$ cat src/rtl/bus_fabric_pkg.sv
package bus_fabric_pkg;

    typedef enum logic [1:0] {
        ST_IDLE   = 2'd0,
        ST_STROBE = 2'd1,
        ST_HOLD   = 2'd2,
        ST_DONE   = 2'd3
    } fab_state_e;

    typedef enum logic [1:0] {
        TGT_ROM = 2'd0,
        TGT_RAM = 2'd1,
        TGT_SIO = 2'd2
    } fab_tgt_e;

    typedef enum logic {
        MST_CPU = 1'b0,
        MST_DMA = 1'b1
    } fab_mst_e;

    localparam int unsigned NUM_TGT = 3;

endpackage

$ cat src/rtl/fabric_arbiter.sv
module fabric_arbiter
    import bus_fabric_pkg::*;
(
    input  logic     clk,
    input  logic     rst,
    input  logic     arb_en,
    input  logic     cpu_req,
    input  logic     dma_req,
    output logic     win_valid,
    output fab_mst_e win_mst
);

    fab_mst_e last_q;

    always_comb begin
        win_valid = cpu_req | dma_req;
        if (cpu_req && dma_req) begin
            win_mst = (last_q == MST_CPU) ? MST_DMA : MST_CPU;
        end else if (dma_req) begin
            win_mst = MST_DMA;
        end else begin
            win_mst = MST_CPU;
        end
    end

    always_ff @(posedge clk) begin
        if (rst) begin
            last_q <= MST_DMA;
        end else if (arb_en && win_valid) begin
            last_q <= win_mst;
        end
    end

endmodule

$ cat src/rtl/fabric_decoder.sv
module fabric_decoder
    import bus_fabric_pkg::*;
#(
    parameter int unsigned AW = 16
) (
    input  logic          fetch,
    input  logic [AW-1:0] addr,
    input  logic [AW-1:0] base,
    output fab_tgt_e      tgt
);

    always_comb begin
        if (fetch) begin
            tgt = TGT_ROM;
        end else if (addr >= base) begin
            tgt = TGT_SIO;
        end else begin
            tgt = TGT_RAM;
        end
    end

endmodule

$ cat src/rtl/fabric_rd_port.sv
module fabric_rd_port #(
    parameter int unsigned AW = 16
) (
    input  logic          clk,
    input  logic          rst,
    input  logic          load,
    input  logic          sel,
    input  logic [AW-1:0] addr,
    output logic          rd_o,
    output logic [AW-1:0] addr_o
);

    always_ff @(posedge clk) begin
        if (rst) begin
            rd_o   <= 1'b0;
            addr_o <= '0;
        end else if (load && sel) begin
            rd_o   <= 1'b1;
            addr_o <= addr;
        end else begin
            rd_o   <= 1'b0;
            addr_o <= '0;
        end
    end

endmodule

$ cat src/rtl/fabric_rw_port.sv
module fabric_rw_port #(
    parameter int unsigned AW = 16,
    parameter int unsigned DW = 16
) (
    input  logic          clk,
    input  logic          rst,
    input  logic          load,
    input  logic          sel,
    input  logic          we,
    input  logic [AW-1:0] addr,
    input  logic [DW-1:0] wdata,
    output logic          rd_o,
    output logic          wr_o,
    output logic [AW-1:0] addr_o,
    output logic [DW-1:0] wdata_o
);

    always_ff @(posedge clk) begin
        if (rst) begin
            rd_o    <= 1'b0;
            wr_o    <= 1'b0;
            addr_o  <= '0;
            wdata_o <= '0;
        end else if (load && sel) begin
            rd_o    <= ~we;
            wr_o    <= we;
            addr_o  <= addr;
            wdata_o <= we ? wdata : '0;
        end else begin
            rd_o    <= 1'b0;
            wr_o    <= 1'b0;
            addr_o  <= '0;
            wdata_o <= '0;
        end
    end

endmodule

$ cat src/rtl/bus_fabric.sv
module bus_fabric
    import bus_fabric_pkg::*;
#(
    parameter int unsigned AW = 16,
    parameter int unsigned DW = 16
) (
    input  logic          clk,
    input  logic          rst,
    input  logic [AW-1:0] periph_base,
    input  logic          cpu_req,
    input  logic          cpu_fetch,
    input  logic          cpu_we,
    input  logic [AW-1:0] cpu_addr,
    input  logic [DW-1:0] cpu_wdata,
    output logic          cpu_gnt,
    output logic          cpu_done,
    output logic [DW-1:0] cpu_rdata,
    input  logic          dma_req,
    input  logic          dma_we,
    input  logic [AW-1:0] dma_addr,
    input  logic [DW-1:0] dma_wdata,
    output logic          dma_gnt,
    output logic          dma_done,
    output logic [DW-1:0] dma_rdata,
    output logic [AW-1:0] rom_addr,
    output logic          rom_rd,
    input  logic [DW-1:0] rom_rdata,
    output logic [AW-1:0] ram_addr,
    output logic [DW-1:0] ram_wdata,
    output logic          ram_rd,
    output logic          ram_wr,
    input  logic [DW-1:0] ram_rdata,
    output logic [AW-1:0] sio_addr,
    output logic [DW-1:0] sio_wdata,
    output logic          sio_rd,
    output logic          sio_wr,
    input  logic [DW-1:0] sio_rdata
);

    fab_state_e           state_q, state_d;
    fab_mst_e             win_mst, owner_q;
    fab_tgt_e             req_tgt, tgt_q;
    logic                 win_valid, load;
    logic                 req_fetch, req_we, we_q;
    logic [AW-1:0]        req_addr;
    logic [DW-1:0]        req_wdata;
    logic [NUM_TGT-1:0]   tgt_sel;
    logic                 done_q;
    logic [DW-1:0]        rdata_q;

    assign load = (state_q == ST_IDLE) && win_valid;

    fabric_arbiter u_arb (
        .clk       (clk),
        .rst       (rst),
        .arb_en    (state_q == ST_IDLE),
        .cpu_req   (cpu_req),
        .dma_req   (dma_req),
        .win_valid (win_valid),
        .win_mst   (win_mst)
    );

    // Fields of the winning master
    always_comb begin
        if (win_mst == MST_CPU) begin
            req_fetch = cpu_fetch;
            req_we    = cpu_we & ~cpu_fetch;
            req_addr  = cpu_addr;
            req_wdata = cpu_wdata;
        end else begin
            req_fetch = 1'b0;
            req_we    = dma_we;
            req_addr  = dma_addr;
            req_wdata = dma_wdata;
        end
    end

    fabric_decoder #(.AW(AW)) u_dec (
        .fetch (req_fetch),
        .addr  (req_addr),
        .base  (periph_base),
        .tgt   (req_tgt)
    );

    for (genvar g = 0; g < NUM_TGT; g++) begin : g_sel
        assign tgt_sel[g] = (req_tgt == fab_tgt_e'(g));
    end

    fabric_rd_port #(.AW(AW)) u_rom_port (
        .clk    (clk),
        .rst    (rst),
        .load   (load),
        .sel    (tgt_sel[TGT_ROM]),
        .addr   (req_addr),
        .rd_o   (rom_rd),
        .addr_o (rom_addr)
    );

    fabric_rw_port #(.AW(AW), .DW(DW)) u_ram_port (
        .clk     (clk),
        .rst     (rst),
        .load    (load),
        .sel     (tgt_sel[TGT_RAM]),
        .we      (req_we),
        .addr    (req_addr),
        .wdata   (req_wdata),
        .rd_o    (ram_rd),
        .wr_o    (ram_wr),
        .addr_o  (ram_addr),
        .wdata_o (ram_wdata)
    );

    fabric_rw_port #(.AW(AW), .DW(DW)) u_sio_port (
        .clk     (clk),
        .rst     (rst),
        .load    (load),
        .sel     (tgt_sel[TGT_SIO]),
        .we      (req_we),
        .addr    (req_addr),
        .wdata   (req_wdata),
        .rd_o    (sio_rd),
        .wr_o    (sio_wr),
        .addr_o  (sio_addr),
        .wdata_o (sio_wdata)
    );

    // Next-state logic
    always_comb begin
        state_d = state_q;
        unique case (state_q)
            ST_IDLE:   if (win_valid) state_d = ST_STROBE;
            ST_STROBE: state_d = we_q ? ST_DONE : ST_HOLD;
            ST_HOLD:   state_d = ST_DONE;
            ST_DONE:   state_d = ST_IDLE;
        endcase
    end

    // State register and transfer context
    always_ff @(posedge clk) begin
        if (rst) begin
            state_q <= ST_IDLE;
            owner_q <= MST_CPU;
            tgt_q   <= TGT_ROM;
            we_q    <= 1'b0;
        end else begin
            state_q <= state_d;
            if (load) begin
                owner_q <= win_mst;
                tgt_q   <= req_tgt;
                we_q    <= req_we;
            end
        end
    end

    // Registered completion outputs
    always_ff @(posedge clk) begin
        if (rst) begin
            done_q  <= 1'b0;
            rdata_q <= '0;
        end else begin
            done_q  <= ((state_q == ST_STROBE) && we_q) || (state_q == ST_HOLD);
            rdata_q <= '0;
            if (state_q == ST_HOLD) begin
                unique case (tgt_q)
                    TGT_ROM: rdata_q <= rom_rdata;
                    TGT_RAM: rdata_q <= ram_rdata;
                    TGT_SIO: rdata_q <= sio_rdata;
                    default: rdata_q <= '0;
                endcase
            end
        end
    end

    assign cpu_gnt   = (state_q != ST_IDLE) && (owner_q == MST_CPU);
    assign dma_gnt   = (state_q != ST_IDLE) && (owner_q == MST_DMA);
    assign cpu_done  = done_q && (owner_q == MST_CPU);
    assign dma_done  = done_q && (owner_q == MST_DMA);
    assign cpu_rdata = cpu_done ? rdata_q : '0;
    assign dma_rdata = dma_done ? rdata_q : '0;

endmodule

$ cat config.mk
export PLATFORM = sky130hd
export DESIGN_NAME = bus_fabric
export DESIGN_NICKNAME = d
export VERILOG_FILES = /design/src/rtl/bus_fabric_pkg.sv /design/src/rtl/fabric_arbiter.sv /design/src/rtl/fabric_decoder.sv /design/src/rtl/fabric_rd_port.sv /design/src/rtl/fabric_rw_port.sv /design/src/rtl/bus_fabric.sv
export SDC_FILE = /design/constraint.sdc
export NUM_CORES = 1
export LEC_CHECK = 0
export BUFFER_PORTS_ARGS = -buffer_cell sky130_fd_sc_hd__buf_2
export CAP_MARGIN = 20
export CORE_UTILIZATION = 35
export CTS_BUF_LIST = sky130_fd_sc_hd__clkbuf_2
export DETAILED_ROUTE_END_ITERATION = 10
export PLACE_DENSITY_LB_ADDON = 0.12
export SLEW_MARGIN = 20
export SYNTH_ARGS = -nofsm -noshare
export SYNTH_HDL_FRONTEND = slang
export SYNTH_SLANG_ARGS = --single-unit
$ cat constraint.sdc
create_clock -name clk -period 5.7 [get_ports clk]
set_input_delay 0.285 -clock clk [delete_from_list [all_inputs] [get_ports clk]]
set_output_delay 0.285 -clock clk [all_outputs]
set_load 0.05 [all_outputs]
==> results of run 1 <==
area by class of cell:
type,instances,share of cell area (%)
clock inverters,2,0.5285
flip-flops and latches,109,32.92
well taps,172,3.247
multi-input cells,330,31.69
clock buffers,13,0.9815
repair buffers,319,28.77
inverters,33,1.869
flip-flops by register name, summed over array words and instances, names as in the netlist, 2 cells and up:
| register | count |
|---|---|
| u_sio_port.wdata_o | 16 |
| rdata_q | 16 |
| u_rom_port.addr_o | 16 |
| u_ram_port.addr_o | 16 |
| tgt_q | 2 |
| state_q | 2 |
| u_sio_port.addr_o | 16 |
| u_ram_port.wdata_o | 16 |
report_power, final:
group	switching (W)	total, W	internal (W)
Sequential	0.0000609	0.000890	0.000829
Clock	0.000231	0.000337	0.000106
Combinational	0.000430	0.000664	0.000234
tightest hold or removal path, delay by kind of cell:
kind / cells / cell delay (ns)
simple gates: 1 / 0.13
buf+inv: 1 / 0.08
mux: 1 / 0.12
kinds of logic (layout without fill, tap and decap cells):
family,Yosys count,in the layout
AO/OA/AOI/OAI,50,50
adder cells (fa/ha/maj),19,19
buffers and inverters,66,367
flip-flops,109,109
multiplexers,34,34
AND/OR/NAND/NOR,227,227
repair_timing:
action	CTS	global route
setup endpoints to repair	0	0
hold buffers	60	0
hold endpoints to repair	48	0
resized for setup	0	0
through the flow:
| stage | instance area [sq um] | cells | hold slack (ns) | setup WS (ns) |
|---|---|---|---|---|
| after floorplan | 4553 | 505 | 0.4236 | 2.558 |
| final | 6629 | 978 | 0.05627 | 1.574 |
| after CTS | 6626 | 978 | 0.001110 | 1.549 |
| after global routing | 6629 | 978 | 0.0005500 | 1.271 |
| after detailed placement | 5926 | 903 | 0.4901 | 1.534 |
| after global placement | 5926 | 903 | 0.4723 | 1.682 |
path summary, 6_finish.rpt:
kind	startpoint	endpoint	slack (ns)	depth (start not counted)
max	u_arb.last_q	tgt_q[0]	1.57	11
min	cpu_addr[1]	u_rom_port.addr_o[1]	0.06	3
max reg2reg	u_arb.last_q	tgt_q[0]	1.57	11
min reg2reg	we_q	we_q	0.54	2
metal layers:
| layer | part of all wire, % | track usage [%] |
|---|---|---|
| met2 | 49 | 33.85 |
| met4 | 2.1 | 9.231 |
| met5 | 0 | 0 |
| met1 | 43 | 22.86 |
| met3 | 5.9 | 4.393 |
Yosys cell counts, drive strengths merged, types with 2 or more instances:
library cell,number,area [sq um]
clkbuf,15,57.55
buf,18,115.1
nand2,47,176.4
nor2,58,217.7
nand3,2,10.01
and2,49,306.5
nand4,2,18.77
nand2b,2,12.51
dfxtp,109,2182
mux2i,33,330.3
o21ai,5,28.78
nor2b,9,56.30
or4b,2,20.02
nor3,36,276.5
ha,19,237.7
inv,33,123.9
a21oi,39,195.2
and3,17,106.4
cells in the final DEF, fill, tap and decap left out, types with 16 or more instances in the layout:
master and n:
sky130_fd_sc_hd__and3_1 16, sky130_fd_sc_hd__nor3_1 18, sky130_fd_sc_hd__and2_1 49, sky130_fd_sc_hd__inv_1 33
sky130_fd_sc_hd__mux2i_1 33, sky130_fd_sc_hd__ha_1 19, sky130_fd_sc_hd__nand2_1 47, sky130_fd_sc_hd__dfxtp_1 109
sky130_fd_sc_hd__a21oi_1 39, sky130_fd_sc_hd__nor2_1 58, sky130_fd_sc_hd__buf_2 255, sky130_fd_sc_hd__dlygate4sd3_1 60
sky130_fd_sc_hd__nor3_2 17
==> parameters.txt, run 1 <==
Parameter                              Value

Clock tree
  Number of CTS-inserted buffers    9
  H-Tree Depth    3
  Clock Pin Slew Worst Setup and Hold Paths    0.26 ns
  Number of clock sinks seen by CTS    109
  Worst-skew pair later-pin latency    roughly 0.59 ns
  Maximum count of clock buffers along a single path    2
  Library cell used as clock root buffer    sky130_fd_sc_hd__clkbuf_2
  CTS tree    done
  Number of setup buffers added after CTS    0

Drt
  Average via count per standard cell    4.466
  Total vias in the final route    4368
  Final ANT Viol Nets    0
  Average detailed-routed wire length per instance    13.45 um
  1st-pass router iterations    4
  Initial drt markers    115
  Total detailed-routing wirelength    about 13000 um
  Number of remaining DRC errors    0

Timing
  Total Neg Setup Slack    0 ns
  RSZ-0062 raised after global routing    false
  Transition time at the pin with the least slew margin    1.092 ns
  Setup clock skew after layout    0.04005 ns
  Final-report setup violation count    0
  Final worst path period share    between 70 and 80%
  Headroom to the max-slew limit    27.12%
  Hold Fails Final Rpt    0
  Final critical path time including I/O delays and setup    4.126 ns
  Maximum clock frequency    242.4 MHz
  Final count of pins violating max slew    0

Outcome
  Run status    complete, no violations

Yosys
  Combinational family with the most area after synthesis    simple AND/OR/NAND/NOR gates
  Most frequently used flop master after synthesis    sky130_fd_sc_hd__dfxtp_1
  Number of flip-flops and latches in the synthesized netlist    109
  Fraction of registers with async set/reset    0%
  Synthesized-area fraction occupied by and/or/nand/nor cells    26.85%
  Mapped Avg Cell Area    9.016 sq um
  Synth cell types    37
  Complex-gate fraction of the synthesized area    5.991%
  Post-synth EDFFs    0
  Fraction of the mapped netlist area in adder cells    5.221%
  Fraction of the yosys area taken by sequential cells    47.93%
  Yosys Warn Count    0
  Cell area after synthesis    about 0.0046 sq mm
  Post-synthesis cell count    505
  Net count after synthesis    659
  Post-synthesis mux area share    7.502%
  Xor and xnor fraction of the mapped netlist area    0%

Setup path
  WP data required    6.17 ns
  Crit path cell chain    a21boi_4 -> buf_4 -> mux2i_1 -> inv_1 -> ha_1 -> nand4_2 -> nor3_2 -> or4b_1 -> nand3_1 -> buf_4 -> o21ai_0
  Data arrival time at the worst-slack endpoint    4.59 ns
  Family with the most delay on the worst path    simple AND/OR/NAND/NOR gates
  Most numerous cell on the critical path    sky130_fd_sc_hd__buf_4
  Element type at the critical path end    register
  Worst setup SP type    register
  Highest cell delay on the worst timing path    0.60 ns
  Buffering stage count on the worst path with inverters included    3
  Crit Path Class    register to register
  Slowest stage cell on the critical path    sky130_fd_sc_hd__nand3_1
  Worst-path fanout max    22

Global routing
  Total GRT Usage    19.54%
  Antenna violations before repair    0
  Global-route wire length before repair    20030 um
  Congestion Overflow GR    0
  Via count of the first global-routing pass    between 4000 and 5000
  Largest net degree at the start of global routing    39

Placed design
  Quantity of I/O buffers inserted on ports    255
  HPWL after DPL    roughly 9500 um
  Final estimated routing congestion in global placement    0.7819

Job
  Max capacitance violation total    0

Finish
  Area Overhead vs Synth    45.59%
  Register area    0.002182 sq mm
  Nets@finish    956
  Total area of multi-input combinational cells    0.002101 sq mm
  Number of inserted filler cells in the final layout    1263
  Final Core Density    52.32%
  Proportion of layout cells with a drive suffix above 1    37.22%
  Count of antenna diodes in the layout    0

Die
  Area of the core    0.01267 sq mm
  Die width    116.1 um
  Starting utilization of the core area    between 30% and 40%
  Die area    between 0.01 and 0.015 sq mm
  Row count    41
  Io pins    256
  Die boundary height    116.1 um

Min path
  Type of the worst min-delay path    input port to register

Pwr
  Power density over the cells    285.2 mW/mm^2
  Leakage power    3.487 nW
  Overall power of the completed layout    0.001891 W
  Worst vdd ir    approximately 0.16 mV
Power figures use the tool's default switching activity.
==> run 2: changes to the inputs <==
clock period = 3.5 ns   (was 5.7 ns; I/O delays follow)
==> parameters.txt, run 2 (same netlist as run 1, synthesis figures left out) <==
Parameter                              Value

Drt
  Initial drt markers    120 (+4.3%)
  Final ANT Viol Nets    0 (unchanged)
  Number of remaining DRC errors    0 (unchanged)
  Total detailed-routing wirelength    13790 um (+4.9%)
  1st-pass router iterations    4 (unchanged)
  Average via count per standard cell    4.503 (+0.83%)
  Average detailed-routed wire length per instance    13.33 um (-0.88%)
  Total vias in the final route    4661 (+6.7%)

Global routing
  Largest net degree at the start of global routing    38 (-2.6%)
  Global-route wire length before repair    20970 um (+4.7%)
  Total GRT Usage    20.49% (+0.95 points)
  Antenna violations before repair    0 (unchanged)
  Via count of the first global-routing pass    4454 (+6.4%)
  Congestion Overflow GR    0 (unchanged)

Setup path
  Reg-to-reg slack, setup    0.26 ns (-1.31 ns)
  WP data required    4.02 ns (-2.15 ns)
  Worst setup SP type    register
  Worst-path fanout max    22 (unchanged)
  Worst reg2reg startpoint    u_arb.last_q
  Highest cell delay on the worst timing path    0.57 ns (-0.03 ns)
  Element type at the critical path end    register
  Reg2reg path depth    12 (+1)
  Crit path cell chain    a21boi_4 -> mux2i_1 -> dlygate4sd3_1 -> buf_4 -> inv_1 -> ha_1 -> o21a_1 -> nor2_1 -> or4b_1 -> and3_2 -> buf_4 -> and2_1
  Most numerous cell on the critical path    sky130_fd_sc_hd__buf_4
  Slowest stage cell on the critical path    sky130_fd_sc_hd__dlygate4sd3_1
  Crit Path Class    register to register
  Data arrival time at the worst-slack endpoint    3.76 ns (-0.83 ns)
  Worst reg2reg path endpoint    u_ram_port.wdata_o[3]

Die
  Die width    116.1 um (unchanged)
  Area of the core    0.01267 sq mm (unchanged)
  Row count    41 (unchanged)
  Io pins    256 (unchanged)
  Die boundary height    116.1 um (unchanged)
  Starting utilization of the core area    35.93% (unchanged)
  Die area    0.01347 sq mm (unchanged)

Finish
  Highest-count cells in the layout ignoring fill and taps    255 x sky130_fd_sc_hd__buf_2, 109 x sky130_fd_sc_hd__dfxtp_1, 101 x sky130_fd_sc_hd__dlygate4sd3_1
  Number of inserted filler cells in the final layout    1196 (-5.3%)
  Final Core Density    56.42% (+4.1 points)
  Proportion of layout cells with a drive suffix above 1    36.38% (-0.84 points)
  Nets@finish    1013 (+6.0%)
  Most frequent standard cell in the layout excluding fill and tap cells    sky130_fd_sc_hd__buf_2
  Count of antenna diodes in the layout    0 (unchanged)
  Area Overhead vs Synth    57.02%

Timing
  Final worst path period share    92.47% (+20 points)
  Final count of pins violating max slew    0 (unchanged)
  RSZ-0062 raised after global routing    false
  Hold Fails Final Rpt    0 (unchanged)
  Setup clock skew after layout    0.04096 ns (+0.0009044 ns)
  Headroom to the max-slew limit    46.57% (+19 points)
  Transition time at the pin with the least slew margin    0.7998 ns (-0.2919 ns)
  Final-report setup violation count    0 (unchanged)
  Total Neg Setup Slack    0 ns (unchanged)
  Final critical path time including I/O delays and setup    3.236 ns (-0.8897 ns)
  Maximum clock frequency    309.0 MHz (+27%)

Clock tree
  Library cell used as clock root buffer    sky130_fd_sc_hd__clkbuf_2
  Worst-skew pair later-pin latency    0.60 ns (about the same)
  Maximum count of clock buffers along a single path    2 (unchanged)
  Clock Pin Slew Worst Setup and Hold Paths    0.28 ns (+0.02 ns)
  H-Tree Depth    3 (unchanged)
  CTS tree    done
  Number of CTS-inserted buffers    9 (unchanged)
  Number of clock sinks seen by CTS    109 (unchanged)

Min path
  Endpoint of the worst hold-timing path    u_sio_port.rd_o
  Count of cells along the worst hold path    4 (+1)
  Launch instance of the worst min-delay path    cpu_we
  Type of the worst min-delay path    input port to register

Pwr
  Combinational fraction of design power    39.3% (+4.2 points)
  Power density over the cells    440.3 mW/mm^2 (+54%)
  Internal portion of total power    0.001927 W (+65%)
  Sequential cell fraction of total power    45.3% (-1.8 points)
  Worst vdd ir    0.2666 mV (+64%)
  Switch share    38.80% (+0.61 points)
  Power share of the clock group    15.4% (-2.4 points)
  Leakage power    3.749 nW (+7.5%)
  Net switching power figure    0.001221 W (+69%)

Placed design
  Final estimated routing congestion in global placement    0.7755 (-0.82%)
  HPWL after DPL    9754 um (+3.1%)
  Quantity of I/O buffers inserted on ports    255 (unchanged)

Job
  Max capacitance violation total    0 (unchanged)

Outcome
  Run status    complete, no violations
[run 2: cell types whose count changed in the layout (fill, tap and decap cells not counted), moves of 2 or more]
cell / before / now
sky130_fd_sc_hd__clkinvlp_4: 0 / 2
sky130_fd_sc_hd__clkbuf_2: 13 / 10
sky130_fd_sc_hd__buf_4: 4 / 19
sky130_fd_sc_hd__dlygate4sd3_1: 60 / 101
[run 2: how the worst max path moves through the flow]
| stage | from | to | slack [ns] | depth (start not counted) |
|---|---|---|---|---|
| after global routing | u_arb.last_q | u_ram_port.wdata_o[3] | 0.06 | 13 |
| after floorplan | u_arb.last_q | u_ram_port.wdata_o[15] | 0.36 | 13 |
| final | u_arb.last_q | u_ram_port.wdata_o[3] | 0.26 | 12 |
| after detailed placement | u_arb.last_q | u_ram_port.wdata_o[4] | 0.25 | 11 |
| after CTS | u_arb.last_q | u_ram_port.wdata_o[3] | 0.10 | 11 |
| after global placement | u_arb.last_q | u_ram_port.wdata_o[9] | 0.34 | 9 |
[run 2: final cells by class]
type                            count  area [sq um]  share of cell area [%]
Clock buffer                       10         50.05                  0.7000
Clock inverter                      5         28.78                  0.4025
Inverter                           33         123.9                   1.733
Multi-Input combinational cell    330          2100                   29.37
Sequential cell                   109          2182                   30.52
Tap cell                          172         215.2                   3.010
Timing Repair Buffer              376          2450                   34.27
[run 2: power by group through the flow]
stage               combinational (W)  clock [W]  sequential, W
floorplan                    0.000603          0        0.00160
global placement              0.00105          0        0.00145
detailed placement            0.00107          0        0.00145
CTS                           0.00124   0.000511        0.00143
global route                  0.00135   0.000555        0.00144
finish                        0.00124   0.000485        0.00143
[run 2: repair_timing]
item,in CTS,in global routing
endpoints found under the setup margin,0,25
hold endpoints to repair,106,0
buffers inserted,0,5
resized for setup,0,1
hold buffers,101,0
[run 2: per-layer routing]
metal	vias up	global-route usage, %	wire length, um
li1	2348	-	-
met1	2129	23.61	5789
met2	162	36.15	6779
met3	22	5.021	917
met4	0	8.547	307
met5	-	0	0
[run 2: worst max-delay path: cells and delay by family, from the launching register on]
family	cells	cell delay (ns)
simple gates	4	0.91
buf+inv	4	0.96
compound gates	2	0.38
flops	1	0.43
fa+ha+maj	1	0.26
mux	1	0.20
[run 2: per-stage QoR]
| step | power [W] | instance area, sq um | hold WS [ns] | instances | setup slack [ns] |
|---|---|---|---|---|---|
| detailed placement | 0.002519 | 6021 | 0.4148 | 914 | 0.2532 |
| floorplan | 0.002206 | 4553 | 0.3136 | 505 | 0.3578 |
| CTS | 0.003173 | 7111 | 0.06023 | 1030 | 0.1035 |
| finish | 0.003148 | 7149 | 0.1316 | 1035 | 0.2636 |
| global route | 0.003347 | 7149 | 0.07739 | 1035 | 0.05809 |
| global placement | 0.002493 | 6021 | 0.4087 | 914 | 0.3376 |
==> run 3: changes to the inputs <==
ABC_AREA = 1   (was unset)
==> parameters.txt, run 3 <==
Parameter                              Value

Yosys
  Fraction of registers with async set/reset    0% (unchanged)
  Cell area after synthesis    0.004379 sq mm (-3.8%)
  Synth area leaders    sky130_fd_sc_hd__dfxtp_1 50%, sky130_fd_sc_hd__nand2_1 15%, sky130_fd_sc_hd__nor2_1 11%, sky130_fd_sc_hd__inv_1 8.7%, sky130_fd_sc_hd__ha_1 5.4%
  Number of flip-flops and latches in the synthesized netlist    109 (unchanged)
  Mapped Avg Cell Area    7.167 sq um (-21%)
  Net count after synthesis    765 (+16%)
  Top cells by instance count after synthesis    171 x sky130_fd_sc_hd__nand2_1, 126 x sky130_fd_sc_hd__nor2_1, 109 x sky130_fd_sc_hd__dfxtp_1, 101 x sky130_fd_sc_hd__inv_1, 21 x sky130_fd_sc_hd__nand3_1
  Synth cell types    23 (-38%)
  Library cell with the highest instance count after synthesis    sky130_fd_sc_hd__nand2_1
  Yosys top cell by area    sky130_fd_sc_hd__dfxtp_1
  Fraction of the yosys area taken by sequential cells    49.83% (+1.9 points)
  Share of the synthesized area in the top cell type    49.83% (+1.9 points)
  Most frequently used flop master after synthesis    sky130_fd_sc_hd__dfxtp_1
  Post-synth EDFFs    0 (unchanged)
  Post-synthesis cell count    611 (+21%)
  Yosys Warn Count    0 (unchanged)

Die
  Io pins    256 (unchanged)
  Die width    113.9 um (-1.9%)
  Starting utilization of the core area    36.16% (+0.22 points)
  Die area    0.01296 sq mm (-3.8%)
  Row count    40 (-2.4%)
  Area of the core    0.01211 sq mm (-4.4%)
  Die boundary height    113.9 um (-1.9%)

Clock tree
  H-Tree Depth    3 (unchanged)
  Number of CTS-inserted buffers    9 (unchanged)
  Library cell used as clock root buffer    sky130_fd_sc_hd__clkbuf_2
  Number of setup buffers added after CTS    0 (unchanged)
  Clock Pin Slew Worst Setup and Hold Paths    0.28 ns (about the same)
  Resized cells post-CTS    0 (unchanged)
  Maximum count of clock buffers along a single path    2 (unchanged)
  Number of clock sinks seen by CTS    109 (unchanged)
  CTS tree    done
  Worst-skew pair later-pin latency    0.60 ns (about the same)

Min path
  Launch instance of the worst min-delay path    cpu_req
  Count of cells along the worst hold path    4 (unchanged)
  Endpoint of the worst hold-timing path    tgt_q[1]
  Type of the worst min-delay path    input port to register

Finish
  Proportion of layout cells with a drive suffix above 1    29.43% (-7.0 points)
  Area Overhead vs Synth    58.17%
  Most frequent standard cell in the layout excluding fill and tap cells    sky130_fd_sc_hd__buf_2
  Number of inserted filler cells in the final layout    1171 (-2.1%)
  Nets@finish    1114 (+10%)
  Highest-count cells in the layout ignoring fill and taps    255 x sky130_fd_sc_hd__buf_2, 171 x sky130_fd_sc_hd__nand2_1, 124 x sky130_fd_sc_hd__nor2_1
  Final standard cell count with taps included and fillers excluded    1133 (+9.5%)
  Count of antenna diodes in the layout    0 (unchanged)
  Final std cell area, no fill    0.006927 sq mm (-3.1%)

Timing
  Maximum clock frequency    371.5 MHz (+20%)
  Final-report setup violation count    0 (unchanged)
  RSZ-0062 raised after global routing    false
  Hold Fails Final Rpt    0 (unchanged)
  Headroom to the max-slew limit    29.19% (-17 points)
  Final count of pins violating max slew    0 (unchanged)
  Final-layout worst hold slack    0.05151 ns (-0.08007 ns)
  Transition time at the pin with the least slew margin    1.058 ns (+0.2584 ns)
  Final critical path time including I/O delays and setup    2.692 ns (-0.5444 ns)
  Setup clock skew after layout    0.02375 ns (-0.01721 ns)
  Final worst path period share    76.91% (-16 points)
  Total Neg Setup Slack    0 ns (unchanged)

Drt
  Initial drt markers    188 (+57%)
  Number of remaining DRC errors    0 (unchanged)
  Average via count per standard cell    4.323 (-4.0%)
  Total detailed-routing wirelength    13700 um (-0.68%)
  1st-pass router iterations    4 (unchanged)
  Total vias in the final route    4898 (+5.1%)
  Final ANT Viol Nets    0 (unchanged)
  Average detailed-routed wire length per instance    12.09 um (-9.3%)

Setup path
  Worst-path fanout max    35 (+59%)
  WP data required    4.00 ns (-0.02 ns)
  Element type at the critical path end    register
  Data arrival time at the worst-slack endpoint    3.19 ns (-0.57 ns)
  Worst reg2reg path endpoint    u_sio_port.addr_o[12]
  Crit Path Class    register to register
  Worst reg2reg startpoint    u_arb.last_q
  Worst setup SP type    register
  Reg2reg path depth    10 (-2)
  Reg-to-reg slack, setup    0.81 ns (+0.54 ns)

Global routing
  Congestion Overflow GR    0 (unchanged)
  Via count of the first global-routing pass    4797 (+7.7%)
  Largest net degree at the start of global routing    36 (-5.3%)
  Global-route wire length before repair    21490 um (+2.5%)
  Total GRT Usage    21.16% (+0.67 points)
  Antenna violations before repair    0 (unchanged)

Job
  Max capacitance violation total    0 (unchanged)

Pwr
  Overall power of the completed layout    0.003313 W (+5.2%)
  Power density over the cells    478.3 mW/mm^2 (+8.6%)
  Leakage power    3.948 nW (+5.3%)
  Worst vdd ir    0.2149 mV (-19%)

Placed design
  Area of placed instances    0.005794 sq mm (-3.8%)
  Final estimated routing congestion in global placement    0.7807 (+0.67%)
  HPWL after DPL    9571 um (-1.9%)
  Quantity of I/O buffers inserted on ports    255 (unchanged)
  Number of cells in the design after placement    1017 (+11%)

Outcome
  Run status    complete, no violations
[run 3: changes by cell type after synthesis, sizes merged, moves of 8 or more]
cell | previous run | this run
a21oi | 39 | 12
and2 | 49 | 0
and3 | 17 | 0
clkbuf | 15 | 7
inv | 33 | 102
mux2i | 33 | 1
nand2 | 47 | 172
nand3 | 2 | 22
nor2 | 58 | 127
nor2b | 9 | 0
nor3 | 36 | 2
o21ai | 5 | 21
[run 3: cell families (layout without fill, tap and decap cells)]
logic type      Yosys count  in the layout  share of synthesized area, %
mux                       1              1                        0.2286
buf+inv                 123            477                         11.06
flops                   109            109                         49.83
fa+ha+maj                19             19                         5.429
simple gates            325            325                         29.14
compound gates           34             34                         4.314
[run 3: routing by layer]
metal,global-route usage [%],vias to the layer above,wire length (um)
li1,-,2505,-
met1,23.42,2215,5733
met2,39.02,158,6889
met3,5.420,20,815
met4,7.532,0,262
met5,0,-,0
[run 3: worst max-delay path, stage by stage (launching register included)]
cell	delay [ns]
sky130_fd_sc_hd__dfxtp_1	0.42
sky130_fd_sc_hd__a21oi_2	0.08
sky130_fd_sc_hd__inv_2	0.36
sky130_fd_sc_hd__o21ai_0	0.20
sky130_fd_sc_hd__ha_1	0.32
sky130_fd_sc_hd__a21oi_1	0.18
sky130_fd_sc_hd__o21ai_0	0.10
sky130_fd_sc_hd__a21oi_1	0.19
sky130_fd_sc_hd__nand2_1	0.09
sky130_fd_sc_hd__nand2_2	0.55
sky130_fd_sc_hd__nor2_1	0.11
[run 3: cell type report]
type | count | area (sq um) | share of cell area (%)
Sequential cell | 109 | 2182 | 31.50
Tap cell | 168 | 210.2 | 3.035
Inverter | 102 | 382.9 | 5.527
Clock buffer | 9 | 45.04 | 0.6503
Multi-Input combinational cell | 379 | 1718 | 24.80
Clock inverter | 7 | 81.33 | 1.174
Timing Repair Buffer | 359 | 2307 | 33.31
[run 3: how the worst max path moves through the flow]
stage                             from                     to  slack [ns]
after floorplan           u_arb.last_q               tgt_q[1]        1.29
after global placement         cpu_req               tgt_q[1]        0.75
after detailed placement       cpu_req  u_sio_port.addr_o[12]        0.72
after CTS                 u_arb.last_q  u_sio_port.addr_o[12]        0.78
after global routing      u_arb.last_q               tgt_q[1]        0.48
final                     u_arb.last_q  u_sio_port.addr_o[12]        0.81
[run 3: repair_timing]
action,CTS,global route
endpoints found under the hold margin,104,0
hold buffers,100,0
endpoints found under the setup margin,0,0
[run 3: where the power goes]
part	internal [W]	total, W	switching, W	leakage (nW)
clock network	0.000180	0.000618	0.000438	0.0792
registers	0.00136	0.00140	0.0000435	0.883
logic	0.000480	0.00129	0.000814	2.99
total	0.00202	0.00331	0.00130	3.95
[run 3: stage by stage]
stage	setup slack [ns]	util, %
6_report	0.8080	57.19
5_1_grt	0.4821	57.19
4_1_cts	0.7791	57.15
3_5_place_dp	0.7217	47.84
3_3_place_gp	0.7549	47.84
2_1_floorplan	1.291	-
